## config.mk

```make
export PLATFORM = sky130hd
export DESIGN_NAME = lsu_lane_steer
export DESIGN_NICKNAME = d
export VERILOG_FILES = /design/src/rtl/lane_pkg.sv /design/src/rtl/lane_decode.sv /design/src/rtl/store_steer.sv /design/src/rtl/load_extract.sv /design/src/rtl/lsu_lane_steer.sv
export SDC_FILE = /design/constraint.sdc
export NUM_CORES = 1
export LEC_CHECK = 0
export ABC_AREA = 1
export BUFFER_PORTS_ARGS = -buffer_cell sky130_fd_sc_hd__buf_2
export CORE_MARGIN = 2
export CORE_UTILIZATION = 44
export CTS_BUF_LIST = sky130_fd_sc_hd__clkbuf_8
export CTS_CLUSTER_DIAMETER = 200
export DETAILED_ROUTE_END_ITERATION = 8
export PLACE_DENSITY_LB_ADDON = 0.3
export REMOVE_ABC_BUFFERS = 1
export SKIP_CTS_REPAIR_TIMING = 1
export SLEW_MARGIN = 20
export SYNTH_ARGS = -nofsm -noshare
export SYNTH_HDL_FRONTEND = slang
export SYNTH_HIERARCHICAL = 1
export SYNTH_SLANG_ARGS = --single-unit
```

## constraint.sdc

```tcl
create_clock -name clk -period 2.6 [get_ports clk]
set_input_delay 0.13 -clock clk [delete_from_list [all_inputs] [get_ports clk]]
set_output_delay 0.13 -clock clk [all_outputs]
set_load 0.03 [all_outputs]
```

## src/rtl/lane_pkg.sv

```systemverilog
// lane_pkg: shared constants and the byte-order encoding used by the
// load/store steering unit. Assumes 8-bit bytes.
package lane_pkg;

    localparam int BYTE_W = 8;

    typedef enum logic {
        ORDER_LITTLE = 1'b0,
        ORDER_BIG    = 1'b1
    } byte_order_e;

endpackage

```

## src/rtl/lane_decode.sv

```systemverilog
// lane_decode: maps the low address bits to a byte lane for the selected
// byte order and flags word requests that are not word aligned.
// Assumes LANES is a power of two and LW = log2(LANES).
module lane_decode #(
    parameter int LANES = 4,
    parameter int LW    = 2
) (
    input  logic [LW-1:0]    addr_lo,
    input  logic             big_endian,
    input  logic             is_word,
    output logic [LW-1:0]    lane,
    output logic [LANES-1:0] lane_hot,
    output logic             misalign
);
    import lane_pkg::*;

    byte_order_e order;

    // Interpret the order select as the package encoding.
    always_comb order = byte_order_e'(big_endian);

    // Big-endian counts lanes from the top, little-endian from the bottom.
    always_comb begin
        if (order == ORDER_BIG)
            lane = LW'(LANES - 1) - addr_lo;
        else
            lane = addr_lo;
    end

    // One-hot decode of the chosen lane.
    for (genvar i = 0; i < LANES; i++) begin : g_hot
        assign lane_hot[i] = (lane == LW'(i));
    end

    // Only word accesses have an alignment constraint.
    always_comb misalign = is_word && (addr_lo != '0);

endmodule

```

## src/rtl/store_steer.sv

```systemverilog
// store_steer: builds lane-placed write data and byte enables for a store.
// Assumes lane_hot is one-hot whenever a byte store is active.
module store_steer #(
    parameter int DATA_W = 32,
    parameter int LANES  = 4
) (
    input  logic              active,
    input  logic              is_word,
    input  logic [LANES-1:0]  lane_hot,
    input  logic [DATA_W-1:0] st_data,
    output logic [DATA_W-1:0] wdata,
    output logic [LANES-1:0]  be
);
    import lane_pkg::*;

    // Word: pass each lane through; byte: repeat the low byte on every lane.
    for (genvar i = 0; i < LANES; i++) begin : g_lane
        assign wdata[i*BYTE_W +: BYTE_W] =
            is_word ? st_data[i*BYTE_W +: BYTE_W] : st_data[BYTE_W-1:0];
    end

    // Enables: all lanes for a word, the decoded lane for a byte, none when idle.
    always_comb begin
        if (!active)
            be = '0;
        else if (is_word)
            be = '1;
        else
            be = lane_hot;
    end

    // a byte store touches exactly one lane.
    always_comb begin
        if (active && !is_word)
            a_r3_single_lane: assert ($countones(be) == 1);
    end

endmodule

```

## src/rtl/load_extract.sv

```systemverilog
// load_extract: registers the load result one clock after the request,
// selecting and extending a byte or passing the word through.
// Assumes rdata is valid in the cycle capture is high.
module load_extract #(
    parameter int DATA_W = 32,
    parameter int LW     = 2
) (
    input  logic              clk,
    input  logic              rst_n,
    input  logic              capture,
    input  logic              is_word,
    input  logic              is_signed,
    input  logic              misalign,
    input  logic [LW-1:0]     lane,
    input  logic [DATA_W-1:0] rdata,
    output logic [DATA_W-1:0] ld_data,
    output logic              ld_valid
);
    import lane_pkg::*;

    logic [BYTE_W-1:0] sel_byte;
    logic [DATA_W-1:0] ext_byte;
    logic [DATA_W-1:0] next_data;

    // Pick the addressed byte from the memory word.
    always_comb sel_byte = rdata[{lane, 3'b000} +: BYTE_W];

    // Sign- or zero-extend the byte to the full width.
    always_comb ext_byte = {{(DATA_W-BYTE_W){is_signed & sel_byte[BYTE_W-1]}}, sel_byte};

    // Choose between refused, whole word and extended byte.
    always_comb begin
        if (misalign)
            next_data = '0;
        else if (is_word)
            next_data = rdata;
        else
            next_data = ext_byte;
    end

    // Result register and its valid flag.
    always_ff @(posedge clk) begin
        if (!rst_n) begin
            ld_valid <= 1'b0;
            ld_data  <= '0;
        end else begin
            ld_valid <= capture;
            if (capture)
                ld_data <= next_data;
        end
    end

    // every capture is followed by a valid result.
    a_r5_valid_follows: assert property (@(posedge clk) disable iff (!rst_n)
        capture |=> ld_valid);

endmodule

```

## src/rtl/lsu_lane_steer.sv

```systemverilog
// lsu_lane_steer: top of the byte-lane load/store steering unit. Aligns the
// memory address, steers store lanes, extracts load bytes with run-time byte
// order, and refuses misaligned word requests.
// Assumes a memory whose read data is valid combinationally in the request cycle.
module lsu_lane_steer #(
    parameter int ADDR_W = 32,
    parameter int DATA_W = 32
) (
    input  logic              clk,
    input  logic              rst_n,
    input  logic              req_valid,
    input  logic              req_store,
    input  logic              req_word,
    input  logic              req_signed,
    input  logic              big_endian,
    input  logic [ADDR_W-1:0] req_addr,
    input  logic [DATA_W-1:0] st_data,
    output logic [ADDR_W-1:0] mem_addr,
    output logic              mem_rd,
    output logic [DATA_W-1:0] mem_wdata,
    output logic [DATA_W/8-1:0] mem_be,
    input  logic [DATA_W-1:0] mem_rdata,
    output logic              ld_valid,
    output logic [DATA_W-1:0] ld_data,
    output logic              misalign
);
    localparam int LANES = DATA_W / 8;
    localparam int LW    = $clog2(LANES);

    logic [LW-1:0]    lane;
    logic [LANES-1:0] lane_hot;
    logic             mis_raw;
    logic             st_go;
    logic             ld_go;

    // Clear the lane bits to form the word address.
    always_comb mem_addr = {req_addr[ADDR_W-1:LW], {LW{1'b0}}};

    // Qualify the raw alignment flag with a live request.
    always_comb misalign = req_valid && mis_raw;

    // Accepted stores and loads (loads are captured even when refused).
    always_comb st_go  = req_valid && req_store && !mis_raw;
    always_comb ld_go  = req_valid && !req_store;
    always_comb mem_rd = ld_go && !mis_raw;

    lane_decode #(.LANES(LANES), .LW(LW)) u_dec (
        .addr_lo   (req_addr[LW-1:0]),
        .big_endian(big_endian),
        .is_word   (req_word),
        .lane      (lane),
        .lane_hot  (lane_hot),
        .misalign  (mis_raw)
    );

    store_steer #(.DATA_W(DATA_W), .LANES(LANES)) u_st (
        .active  (st_go),
        .is_word (req_word),
        .lane_hot(lane_hot),
        .st_data (st_data),
        .wdata   (mem_wdata),
        .be      (mem_be)
    );

    load_extract #(.DATA_W(DATA_W), .LW(LW)) u_ld (
        .clk      (clk),
        .rst_n    (rst_n),
        .capture  (ld_go),
        .is_word  (req_word),
        .is_signed(req_signed),
        .misalign (mis_raw),
        .lane     (lane),
        .rdata    (mem_rdata),
        .ld_data  (ld_data),
        .ld_valid (ld_valid)
    );

    // a refused request never writes memory.
    a_r8_no_write_on_misalign: assert property (@(posedge clk) disable iff (!rst_n)
        misalign |-> (mem_be == '0));

    // a refused load returns zero.
    a_r8_zero_on_misalign: assert property (@(posedge clk) disable iff (!rst_n)
        (req_valid && !req_store && misalign) |=> (ld_data == '0));

    // byte requests are never refused.
    a_r10_byte_aligned: assert property (@(posedge clk) disable iff (!rst_n)
        (req_valid && !req_word) |-> !misalign);

    // a result appears only after a load request.
    a_r5_no_spurious_valid: assert property (@(posedge clk) disable iff (!rst_n)
        !(req_valid && !req_store) |=> !ld_valid);

    // an aligned word store enables every lane.
    a_r2_word_all_lanes: assert property (@(posedge clk) disable iff (!rst_n)
        (req_valid && req_store && req_word && !misalign) |-> (mem_be == '1));

endmodule

```

; ---- Word level (Yosys, flattened, before mapping)
; Index checks and enable logic that the tools add are counted.
[classes]
muxes = 8
bitwise = 1
n_shift = 1
addsub = 1
eq_ne = 3
reduce_logical = 10
[ops]
columns = op, n
row1 = $mux 32, 2
row2 = $shiftx 32x6->8, 1
row3 = $mux 8, 3
row4 = $mux 4, 2
row5 = $logic_and 1x1->1, 6
row6 = $eq 2x2->1 const B, 2
row7 = $eq 2x1->1 const B, 1
row8 = $logic_not 1->1, 2
row9 = $logic_not 2->1, 1
row10 = $mux 2, 1
row11 = $reduce_bool 2->1, 1
row12 = $sub 2x2->2 const A, 1
row13 = $and 1x1->1, 1
[word_totals]
ff_bits = 33
out_inout_bits = 103
input_bits = 103

; ---- Logic depth before layout (Yosys ltp)
; Gate-level depths: netlist (run 1).
[depth]
ltp_word = 6
mapped_depth = 11
depth_no_buf = 10

; ---- By module
; Netlist (run 1), hierarchy kept.
[modules_own_cells]
columns = module, area_each_um2, seq_area_each_um2, instances, cells_per_inst
row1 = load_extract, 1840.5, 660.6, 1, 265
row2 = store_steer, 335.3, 0.0, 1, 77
row3 = lsu_lane_steer, 277.8, 0.0, 1, 42
row4 = lane_decode, 86.3, 0.0, 1, 20

; ---- Worst setup path before layout (run 1)
; OpenSTA, ideal clock, no wires.
[synth_timing]
kind = input-to-reg
from = input big_endian
to = register u_ld.ld_data[10]
path_buffers = 2
setup_slack_ps = 1394
arrival_ps = 1135
path_stages = 11
cell_sequence = inv_2 -> nand2_1 -> nand2_2 -> buf_2 -> inv_2 -> nand3_1 -> nand3_2 -> nand2_4 -> buf_6 -> nand2_1 -> a21oi_2
[synth_between]
elab_chain_len = 5
[synth_rtl]
columns = item, line
row1 = "start, declared", lsu_lane_steer.sv:15  ; input logic big_endian,
row2 = $mux 2, lane_decode.sv:24  ; if (order == ORDER_BIG)
row3 = net lane[1], lsu_lane_steer.sv:30  ; logic [LW-1:0] lane;
row4 = $shiftx 32x6->8, load_extract.sv:26  ; always_comb sel_byte = rdata[{lane, 3'b000} +: BYTE_W];
row5 = $and 1x1->1, load_extract.sv:29  ; always_comb ext_byte = {{(DATA_W-BYTE_W){is_signed & sel_byte[BYTE_W-1]}}, sel_byte};
row6 = $mux 32, load_extract.sv:35  ; else if (is_word)
row7 = $mux 32, load_extract.sv:33  ; if (misalign)
row8 = "end signal, assigned", load_extract.sv:49  ; ld_data <= next_data;
row9 = "end, declared", load_extract.sv:16  ; output logic [DATA_W-1:0] ld_data,
; The timed path passes the listed nets, and every way through them passes these cells.
; A chain may end at the register's enable or synchronous reset.

; ---- Final worst setup path (run 1)
[layout_timing]
from = input req_addr[0]
to = register u_ld.ld_data[9]
[layout_between]
elab_chain_len = 6
elab_cells_between_ends = 8
classes_between = add/sub: 1 / shift: 1 / mux: 3 / bitwise: 1 / reduce/logical: 2
[layout_rtl]
columns = item, line
row1 = "start, declared", lsu_lane_steer.sv:16  ; input logic [ADDR_W-1:0] req_addr,
row2 = $sub 2x2->2, lane_decode.sv:25  ; lane = LW'(LANES - 1) - addr_lo;
row3 = $mux 2 *, lane_decode.sv:24
row4 = net lane[0], lsu_lane_steer.sv:30
row5 = $shiftx 32x6->8 *, load_extract.sv:26
row6 = $and 1x1->1 *, load_extract.sv:29
row7 = $mux 32 *, load_extract.sv:35
row8 = $mux 32 *, load_extract.sv:33
; The timed path passes the listed nets; every way through them passes the cells marked *.

==> run metrics, run 1 <==
Crit. End Element flop; status complete, no violations; combinational group share of total power between 30 and 40%; worst-skew pair later-pin latency approximately 280 ps; Final min period ~1400 ps; final hold vios 0; crit share post-route 53.9%; fraction of layout instances using a drive strength above 1 a little over two fifths; Initial DRC Count ~180; master cell of the clock root buffer clkbuf_8; Power Total approximately 0.0015 W; Die Ht 80.0 microns; DR DRC count 0; Die Wd roughly 80 microns; sequential share of power between 30% and 40%; wire length on met3 roughly 2200 microns; Area growth, synth to finish 19.5%; Antenna Nets Post-Route 0; Slew HR between 50 and 60%; critical path launch point req_addr[0]; worst-case clock buffer depth 2; power share of the clock group between 20% and 30%; Cell Int Power approximately 0.0009 W; Sw Ratio between 30% and 40%; GRT Util Overall a little under a third; slowest CP cell nand2_4; Leak Pwr about 1.7 nW; Synth cell types 23; # IOs 206; worst vdd ir between 0.2 and 0.25 mV; Worst-path clk slew about 70 ps; first-pass GRT wire length approximately 14,000 microns; Syn Inst Count 404; via density per instance a little under 5; Pre-Repair DR Iteration Count 4; final clock skew 0 ps; grt total ovfl 0; endpoints failing setup 0; Sw Pwr about 0.00055 W; total die area approximately 0.0064 sq mm; clock sinks 33; H-Tree Depth 2; TritonCTS clock tree built; DP HPWL ~8300 microns; met2 routed WL 4080 microns; RSZ-0062 raised after global routing no; share of the yosys chip area belonging to registers about a quarter; placer congestion estimate around 0.90; RR Startpoint u_ld/ld_data[11]; initial core utilization a little under half; DR vias 2,826; DRT Wirelength about 10,000 microns; fmax a little over 0.7 GHz; yosys warns 6; Worst-Margin Slew ~650 ps; IO Port Bufs 143; critical path launch point type primary input; top sig layer met5; crit-path max FO 24; # nets final ~600; pin count of the biggest net entering global routing 36; Slew Viols, Final 0; vias in the first global route 2,485; placed cell areas ~0.003 sq mm; final setup TNS 0 ps; max incr delay on CP 280 ps; Worst Path Arrival ~1600 ps; min-delay src rst_n; pwr dens around 480 mW/mm^2; syn avg cell area 6.29 sq um; WP buf/inv 3; Row Count 27; Final Instance Area 0.00303 sq mm; initial antenna violation count 4; WL/cell between 15 and 20 microns; Max-cap violations 0; crit path kind in -> reg; Worst Path Required approximately 2800 ps; post-synthesis cell area 0.00254 sq mm; worst path cell trace buf_2, inv_1, nand2_1, nand2_2, inv_2, nand2_1, nand3_1, nand3_2, nand2_4, nand2_1, a21oi_2; min-delay worst type in -> reg; Synth Register Bits 33; DRT met1 WL 3670 microns; critical path's most frequent cell nand2_1; CORE AREA between 0.005 and 0.006 sq mm; Num CTS Buffers 5; Top delay family on crit path simple AND/OR/NAND/NOR gates
==> per-stage QoR <==
| stage | worst slack [ps] | util (%) | hold WS [ps] | cells |
|---|---|---|---|---|
| floorplan | 847 | - | 228 | 345 |
| global route | 1010 | 54.7 | 72.1 | 572 |
| finish | 1200 | 54.8 | 53.6 | 573 |
| detailed placement | 914 | 52.9 | 260 | 564 |
| CTS | 1210 | 54.7 | 56.4 | 572 |
| global placement | 958 | 52.9 | 260 | 564 |
==> registers in the layout, indices dropped and copies added (netlist names) <==
register	count
u_ld/ld_valid	1
u_ld/ld_data	32
==> power groups by stage <==
stage	Clock (W)	Combinational (W)	Sequential, W
after global routing	0.000468	0.000533	0.000539
after CTS	0.000440	0.000491	0.000537
after global placement	0	0.000485	0.000548
after detailed placement	0	0.000490	0.000548
final	0.000435	0.000493	0.000537
after floorplan	0	0.000254	0.000590
==> cell usage in the layout (no fill, tap or decap), types with 8 or more instances in the layout <==
master,count
nor2_2,10
dfxtp_1,33
a21oi_1,14
buf_2,143
a21oi_2,25
inv_1,15
nand3_1,8
nor2_1,55
nand2_2,18
nand2_1,146
==> cell families after synthesis <==
logic type	Yosys count	synth area share [%]
other	1	0.148
DFF	33	26.0
AOI/OAI and AO/OA	48	13.4
and+or+nand+nor	241	39.7
buffers and inverters	81	20.8
==> worst register-to-register path, delay by kind of cell, from the launching register on <==
family           cells  cell delay [ps]
flip-flops           1              370
AO/OA/AOI/OAI        1              150
AND/OR/NAND/NOR      1               90
==> layout make-up <==
class,count,area [sq um]
Timing Repair Buffer,147,746
Sequential cell,33,661
Clock inverter,1,5.00
Tap cell,72,90.1
Multi-Input combinational cell,291,1360
Inverter,21,78.8
Fill cell,592,2510
Antenna cell,1,2.50
Clock buffer,7,96.3
==> metal layers <==
layer	up-vias	track usage (%)
met2	205	44.7
met4	6	8.14
met3	22	26.8
li1	1385	-
met1	1208	32.9
met5	-	0
==> worst paths after layout <==
kind / slack [ps] / endpoint / depth (start not counted)
min reg2reg: 470 / u_ld/ld_data[6] / 2
max reg2reg: 1930 / u_ld/ld_data[11] / 2
min: 50 / u_ld/ld_valid / 3
max: 1200 / u_ld/ld_data[9] / 11
==> cells in the mapped netlist <==
| library cell | n | area share, % |
|---|---|---|
| nand2_1 | 146 | 22 |
| nor2_1 | 55 | 8.1 |
| buf_4 | 40 | 12 |
| dfxtp_1 | 33 | 26 |
| a21oi_2 | 25 | 8.6 |
| nand2_2 | 18 | 4.4 |
| inv_1 | 15 | 2.2 |
| a21oi_1 | 14 | 2.8 |
| nor2_2 | 10 | 2.5 |
| buf_6 | 8 | 3.5 |
| clkbuf_1 | 8 | 1.2 |
| nand3_1 | 8 | 1.6 |
| o21ai_0 | 7 | 1.4 |
| inv_2 | 6 | 0.89 |
| buf_2 | 2 | 0.39 |
| nand3_2 | 2 | 0.79 |
| buf_1 | 1 | 0.15 |
| buf_8 | 1 | 0.59 |
| conb_1 | 1 | 0.15 |
| nand2_4 | 1 | 0.44 |
| o21a_1 | 1 | 0.30 |
| o21ai_2 | 1 | 0.34 |
| or2_1 | 1 | 0.25 |
No activity file was read; power rests on OpenSTA's default activity.
==> run 2, diff against run 1 <==
--- a/config.mk
+++ b/config.mk
@@ -5,10 +5,11 @@
 export SDC_FILE = /design/constraint.sdc
 export NUM_CORES = 1
 export LEC_CHECK = 0
-export ABC_AREA = 1
+export ABC_AREA = 0
 export BUFFER_PORTS_ARGS = -buffer_cell sky130_fd_sc_hd__buf_2
+export CORE_ASPECT_RATIO = 1.25
 export CORE_MARGIN = 2
-export CORE_UTILIZATION = 44
+export CORE_UTILIZATION = 39
 export CTS_BUF_LIST = sky130_fd_sc_hd__clkbuf_8
 export CTS_CLUSTER_DIAMETER = 200
 export DETAILED_ROUTE_END_ITERATION = 8
==> constraint.sdc (replaced) <==
create_clock -name clk -period 1.4 [get_ports clk]
set_input_delay 0.07 -clock clk [delete_from_list [all_inputs] [get_ports clk]]
set_output_delay 0.07 -clock clk [all_outputs]
set_load 0.03 [all_outputs]
==> run 2 against run 1 <==
Sequential power increased by 86%. Via count decreased by 20%. Clock power increased by 49%. First-iteration DRC count decreased by 49%. Cell area decreased by 0.82%. Largest cell class unchanged. Wire length decreased by 29%. Area after synthesis decreased by 10%.
==> run metrics, run 2 <==
Crit. End Element flop (unchanged); final hold vios 0 (unchanged); Antenna Nets Post-Route 0 (unchanged); Largest Register u_ld/ld_data (unchanged); Reg2Reg Setup Slack 850 ps (was 1930 ps); WP buf/inv 4 (was 3); most frequent cells in the layout buf_2, o21ai_0, nand2_1, dfxtp_1, o21ai_1 (was nand2_1, buf_2, nor2_1); DR vias 2,257 (was 2,826); yosys warns 6 (unchanged); master cell of the clock root buffer clkbuf_8 (unchanged); Sw Ratio 33.9% (was 37.5%); CORE AREA 0.00574 sq mm (was 0.00554 sq mm); DR DRC count 0 (unchanged); slowest CP cell mux2_4 (was nand2_4); Area growth, synth to finish 32.0% (was 19.5%); R2R cell count 2 (unchanged); cell taking the most area after synthesis dfxtp_1 (unchanged); crit-path max FO 8 (was 24); final clock skew 0 ps (unchanged); endpoints failing setup 0 (unchanged); Die Wd 72.4 microns (was 80.0 microns); pwr dens 863 mW/mm^2 (was 483 mW/mm^2); min-delay src rst_n (unchanged); Worst Path Arrival 1540 ps (was 1620 ps); grt total ovfl 0 (unchanged); EDFF count, synth 0 (unchanged); R2R Path End u_ld/ld_data[2] (was u_ld/ld_data[11]); GRT Util Overall 21.1% (was 30.7%); Pre-Repair DR Iteration Count 4 (unchanged); initial core utilization 39.7% (was 45.8%); Die Ht 89.5 microns (was 80.0 microns); worst-case clock buffer depth 2 (unchanged); DP HPWL 5650 microns (was 8280 microns); Leak Pwr 1.49 nW (was 1.66 nW); DRT Wirelength 7220 microns (was 10,200 microns); Row Count 31 (was 27); critical path launch point type primary input (unchanged); max incr delay on CP 320 ps (was 280 ps); Synth cell types 33 (was 23); worst path cell trace buf_4, xor2_2, buf_4, mux2_4, a221oi_4, buf_4, clkbuf_16, o21ai_0 (was buf_2, inv_1, nand2_1, nand2_2, inv_2, nand2_1, nand3_1, nand3_2, nand2_4, nand2_1, a21oi_2); Final min period roughly 1400 ps; sequential share of power 38.5% (was 36.6%); fraction of layout instances using a drive strength above 1 56.4% (was 43.6%); IO Port Bufs 143 (unchanged); fmax between 0.7 and 0.8 GHz; Synth Register Bits 33 (unchanged); Slew Viols, Final 0 (unchanged); placer congestion estimate 0.804 (was 0.905); Cell Int Power 0.00172 W (was 0.000916 W); Top delay family on crit path buffers and inverters (was simple AND/OR/NAND/NOR gates); Syn Inst Count 263 (was 404); power share of the clock group 24.9% (was 29.7%); crit share post-route a little over nine tenths; status complete, no violations (unchanged); post-synthesis cell area 0.00228 sq mm (was 0.00254 sq mm); first-pass GRT wire length 10,400 microns (was 14,200 microns); worst vdd ir 0.294 mV (was 0.218 mV); Initial DRC Count 92 (was 181); Worst-path clk slew 60 ps (was 70 ps); syn avg cell area 8.67 sq um (was 6.29 sq um); WL/cell 16.3 microns (was 17.7 microns); H-Tree Depth 2 (unchanged); TritonCTS clock tree built (unchanged); RR Startpoint u_ld/ld_data[2] (was u_ld/ld_data[11]); worst-skew pair later-pin latency 280 ps (about the same); pin count of the biggest net entering global routing 33 (was 36); RSZ-0062 raised after global routing yes (was no); initial antenna violation count 1 (was 4); Worst Path Required 1560 ps (was 2820 ps); total die area 0.00648 sq mm (was 0.00640 sq mm); max reg flops 32 (unchanged); hold path depth 2 (was 3); min-delay worst type in -> reg (unchanged); top post-synthesis cells by area dfxtp_1, o21ai_0, buf_4, mux2_4, mux2_2 (was dfxtp_1, nand2_1, buf_4, a21oi_2, nor2_1); combinational group share of total power 36.6% (was 33.6%); Hold WS 62.1 ps (was 53.6 ps); critical path's most frequent cell buf_4 (was nand2_1); Max-cap violations 0 (unchanged); Power Total 0.00260 W (was 0.00147 W); Top Registers u_ld/ld_data: 32 flops, u_ld/ld_valid: 1 flops (unchanged); vias in the first global route 2,108 (was 2,485); share of synthesized flip-flops with an asynchronous set or reset 0% (unchanged); # nets final 478 (was 602); most instantiated cells after synthesis o21ai_0, buf_4, dfxtp_1, nand2_1, mux2_4 (was nand2_1, nor2_1, buf_4, dfxtp_1, a21oi_2); crit path kind in -> reg (unchanged); most frequent cell after synthesis o21ai_0 (was nand2_1); commonest non-fill, non-tap cell in the layout buf_2 (was nand2_1); Top FF cell, synth dfxtp_1 (unchanged); clock sinks 33 (unchanged); Num CTS Buffers 5 (unchanged); Sw Pwr 0.000880 W (was 0.000550 W); via density per instance 5.11 (was 4.93); Synth top area share 29.0% (was 26.0%); Min-Delay Endpoint u_ld/ld_valid (unchanged); # IOs 206 (unchanged); share of the yosys chip area belonging to registers 29.0% (was 26.0%)
-- run 2: worst max path at each step --
stage / start / to / slack, ps / cells past startpoint
after floorplan: big_endian / u_ld/ld_data[10] / -530 / 4
after global placement: big_endian / u_ld/ld_data[27] / -240 / 7
after detailed placement: big_endian / u_ld/ld_data[5] / -260 / 8
after CTS: req_addr[1] / mem_be[3] / -6 / 7
after global routing: req_addr[1] / u_ld/ld_data[26] / -30 / 8
final: req_addr[1] / u_ld/ld_data[22] / 20 / 8
-- run 2: layout make-up --
cell class | count | area, sq um
Antenna cell | 2 | 5.00
Clock buffer | 5 | 68.8
Clock inverter | 1 | 5.00
Fill cell | 554 | 2730
Inverter | 3 | 11.3
Multi-Input combinational cell | 169 | 1200
Sequential cell | 33 | 661
Tap cell | 66 | 82.6
Timing Repair Buffer | 163 | 975
-- run 2: metal layers --
| metal | global-route usage [%] | wire (microns) |
|---|---|---|
| met1 | 26.1 | 3030 |
| met2 | 31.8 | 3010 |
| met3 | 10.7 | 1040 |
| met4 | 6.23 | 121 |
| met5 | 4.76 | 13 |
-- run 2: metrics by stage --
stage	util, %	TNS (ps)	std cells	setup slack (ps)	cell area [sq um]
after floorplan	-	-13750	205	-535	1860
after global placement	49.2	-6820	430	-236	2830
after detailed placement	49.2	-7530	430	-259	2830
after CTS	50.5	-16.9	436	-6.43	2900
after global routing	52.3	-186	440	-29.0	3000
final	52.4	0	442	18.8	3010
-- run 2: power groups by stage --
| stage | Clock, W | Combinational (W) | Sequential, W |
|---|---|---|---|
| after floorplan | 0 | 0.000407 | 0.00110 |
| after global placement | 0 | 0.000883 | 0.00102 |
| after detailed placement | 0 | 0.000889 | 0.00102 |
| after CTS | 0.000663 | 0.000892 | 0.00100 |
| after global routing | 0.000703 | 0.00101 | 0.00101 |
| final | 0.000647 | 0.000951 | 0.00100 |
-- run 2: worst register-to-register path, cell delays in order, from the launching register on --
cell,delay [ps]
dfxtp_1,310
nand2_1,40
o21ai_0,80
-- run 2: logic make-up after synthesis --
kind of cell    after synthesis  synth area share (%)
compound gates               78                  19.4
buf+inv                      62                  19.3
simple gates                 51                  11.0
mux                          36                  20.4
flops                        33                  29.0
xor+xnor                      2                 0.769
other cells                   1                 0.164
==> run 3, diff against run 2 <==
--- a/config.mk
+++ b/config.mk
@@ -7,12 +7,11 @@
 export LEC_CHECK = 0
 export ABC_AREA = 0
 export BUFFER_PORTS_ARGS = -buffer_cell sky130_fd_sc_hd__buf_2
-export CORE_ASPECT_RATIO = 1.25
-export CORE_MARGIN = 2
-export CORE_UTILIZATION = 39
+export CORE_AREA = 2 2 79 81
 export CTS_BUF_LIST = sky130_fd_sc_hd__clkbuf_8
 export CTS_CLUSTER_DIAMETER = 200
 export DETAILED_ROUTE_END_ITERATION = 8
+export DIE_AREA = 0 0 81 83
 export PLACE_DENSITY_LB_ADDON = 0.3
 export REMOVE_ABC_BUFFERS = 1
 export SKIP_CTS_REPAIR_TIMING = 1
==> constraint.sdc (replaced) <==
create_clock -name clk -period 1.75 [get_ports clk]
set_input_delay 0.0875 -clock clk [delete_from_list [all_inputs] [get_ports clk]]
set_output_delay 0.0875 -clock clk [all_outputs]
set_load 0.03 [all_outputs]
==> run 3 against run 2 <==
Global-route usage shrank 0.73 points. Non-clock buffer count fell by 12. Critical path depth is 1 lower. Cell count down 0.68%. Largest power group unchanged. Clock skew stayed put. Critical path type unchanged. Critical endpoint is now u_ld/ld_data[26]. Register-to-register slack improved by 340 ps.
==> run metrics, run 3 (same netlist as run 2, synthesis figures left out) <==
worst-skew pair later-pin latency 280 ps (about the same); final worst slack 341 ps (was 18.8 ps); Top Registers u_ld/ld_data: 32 flops, u_ld/ld_valid: 1 flops (unchanged); Setup WS pre-CTS 23.7 ps (was -259 ps); Slew HR 56.5%; Inserted Diodes 0 (was 2); crit path kind in -> reg (unchanged); Antenna Nets Post-Route 0 (unchanged); Largest Register u_ld/ld_data (unchanged); fillers 620 (was 554); endpoints failing setup 0 (unchanged); Worst-Margin Slew 652 ps; worst path cell trace buf_2, xor2_1, buf_4, mux2_2, a221oi_4, buf_4, o21ai_0 (was buf_4, xor2_2, buf_4, mux2_4, a221oi_4, buf_4, clkbuf_16, o21ai_0); GRT Util Overall 20.4% (was 21.1%); Area growth, synth to finish 24.3% (was 32.0%); # IOs 206 (unchanged); DP Cell Count 431 (was 430); IO Port Bufs 143 (unchanged); crit-path max FO 16 (was 8); Final Non-Filler Cells 439 (was 442); Worst Path Required 1920 ps (was 1560 ps); Leak Pwr 1.41 nW (was 1.49 nW); fmax approximately 0.71 GHz; DR vias 2,209 (was 2,257); placer congestion estimate 0.793 (was 0.804); Final min period around 1400 ps; Crit. End Element flop (unchanged); # nets final 466 (was 478); initial core utilization 39.2% (was 39.7%); master cell of the clock root buffer clkbuf_8 (unchanged); DP HPWL 5630 microns (was 5650 microns); worst vdd ir 0.365 mV (was 0.294 mV); max reg flops 32 (unchanged); Slew Viols, Final 0 (unchanged); max incr delay on CP 380 ps (was 320 ps); worst-case clock buffer depth 2 (unchanged); most frequent cells in the layout buf_2, o21ai_0, nand2_1, dfxtp_1, mux2_4 (was buf_2, o21ai_0, nand2_1, dfxtp_1, o21ai_1); clock sinks 33 (unchanged); initial antenna violation count 0 (was 1); WP buf/inv 3 (was 4); Top delay family on crit path buffers and inverters (unchanged); grt total ovfl 0 (unchanged); Die Ht 83 microns (was 89.5 microns); WL/cell 16.2 microns (was 16.3 microns); pin count of the biggest net entering global routing 33 (unchanged); slowest CP cell mux2_2 (was mux2_4); min-delay worst type in -> reg (unchanged); H-Tree Depth 2 (unchanged); critical path launch point type primary input (unchanged); crit share post-route between 80 and 90%; TritonCTS clock tree built (unchanged); critical path's most frequent cell buf_4 (unchanged); status complete, no violations (unchanged); final setup TNS 0 ps (unchanged); pwr dens 710 mW/mm^2 (was 863 mW/mm^2); Seq. cell area 661 sq um (unchanged); Max-cap violations 0 (unchanged); multi-input gate area in the final layout 0.00119 sq mm (was 0.00120 sq mm); RSZ-0062 raised after global routing no (was yes); first-pass GRT wire length 10,500 microns (was 10,400 microns); final hold vios 0 (unchanged); Row Count 28 (was 31); Num CTS Buffers 5 (unchanged); fraction of layout instances using a drive strength above 1 53.6% (was 56.4%); Worst Path Arrival 1570 ps (was 1540 ps); Worst-path clk slew 70 ps (was 60 ps); Pre-Repair DR Iteration Count 4 (unchanged); final clock skew 0 ps (unchanged); Power Total 0.00201 W (was 0.00260 W); via density per instance 5.03 (was 5.11); total die area 0.00672 sq mm (was 0.00648 sq mm); vias in the first global route 2,123 (was 2,108); DR DRC count 0 (unchanged); commonest non-fill, non-tap cell in the layout buf_2 (unchanged); DRT Wirelength 7110 microns (was 7220 microns); Initial DRC Count 66 (was 92); CORE AREA 0.00582 sq mm (was 0.00574 sq mm); Die Wd 81 microns (was 72.4 microns)
-- run 3: cell count changes in the layout (fill, tap and decap cells not counted), sizes merged --
cell	delta
clkbuf	-2
buf	-10
inv	+3
diode	-2
clkinv	-1
-- run 3: area by class of cell --
cell class                 instances  share of cell area [%]
multi-input combinational        169                    41.9
timing repair buffer             151                    28.3
sequential                        33                    23.3
tap                               75                    3.31
clock buffer                       5                    2.43
clock inverter                     3                   0.398
inverter                           3                   0.398
-- run 3: power by group --
group | switching [W] | internal (W)
Clock | 0.000263 | 0.000265
Sequential | 0.0000159 | 0.000785
Combinational | 0.000413 | 0.000270
-- run 3: metrics by stage --
stage          area [sq um]  util, %  hold WS, ps
5_1_grt                2830     48.7         65.4
6_report               2830     48.7         60.2
3_3_place_gp           2750     47.3          175
2_1_floorplan          1860        -          175
4_1_cts                2830     48.7         53.2
3_5_place_dp           2750     47.3          175
-- run 3: worst paths after layout --
path / start / end / slack, ps / cells past startpoint
worst min-delay path: rst_n / u_ld/ld_valid / 60 / 2
worst max register to register: u_ld/ld_data[18] / u_ld/ld_data[18] / 1190 / 2
worst min register to register: u_ld/ld_data[28] / u_ld/ld_data[28] / 450 / 2
worst max-delay path: req_addr[1] / u_ld/ld_data[26] / 340 / 7
-- run 3: routing by layer --
layer / up-vias / GRT usage [%] / routed length [microns]
li1: 1061 / - / -
met1: 980 / 24.6 / 3020
met2: 159 / 30.4 / 2980
met3: 9 / 11.8 / 1050
met4: 0 / 4.62 / 63
met5: - / 5.83 / 0
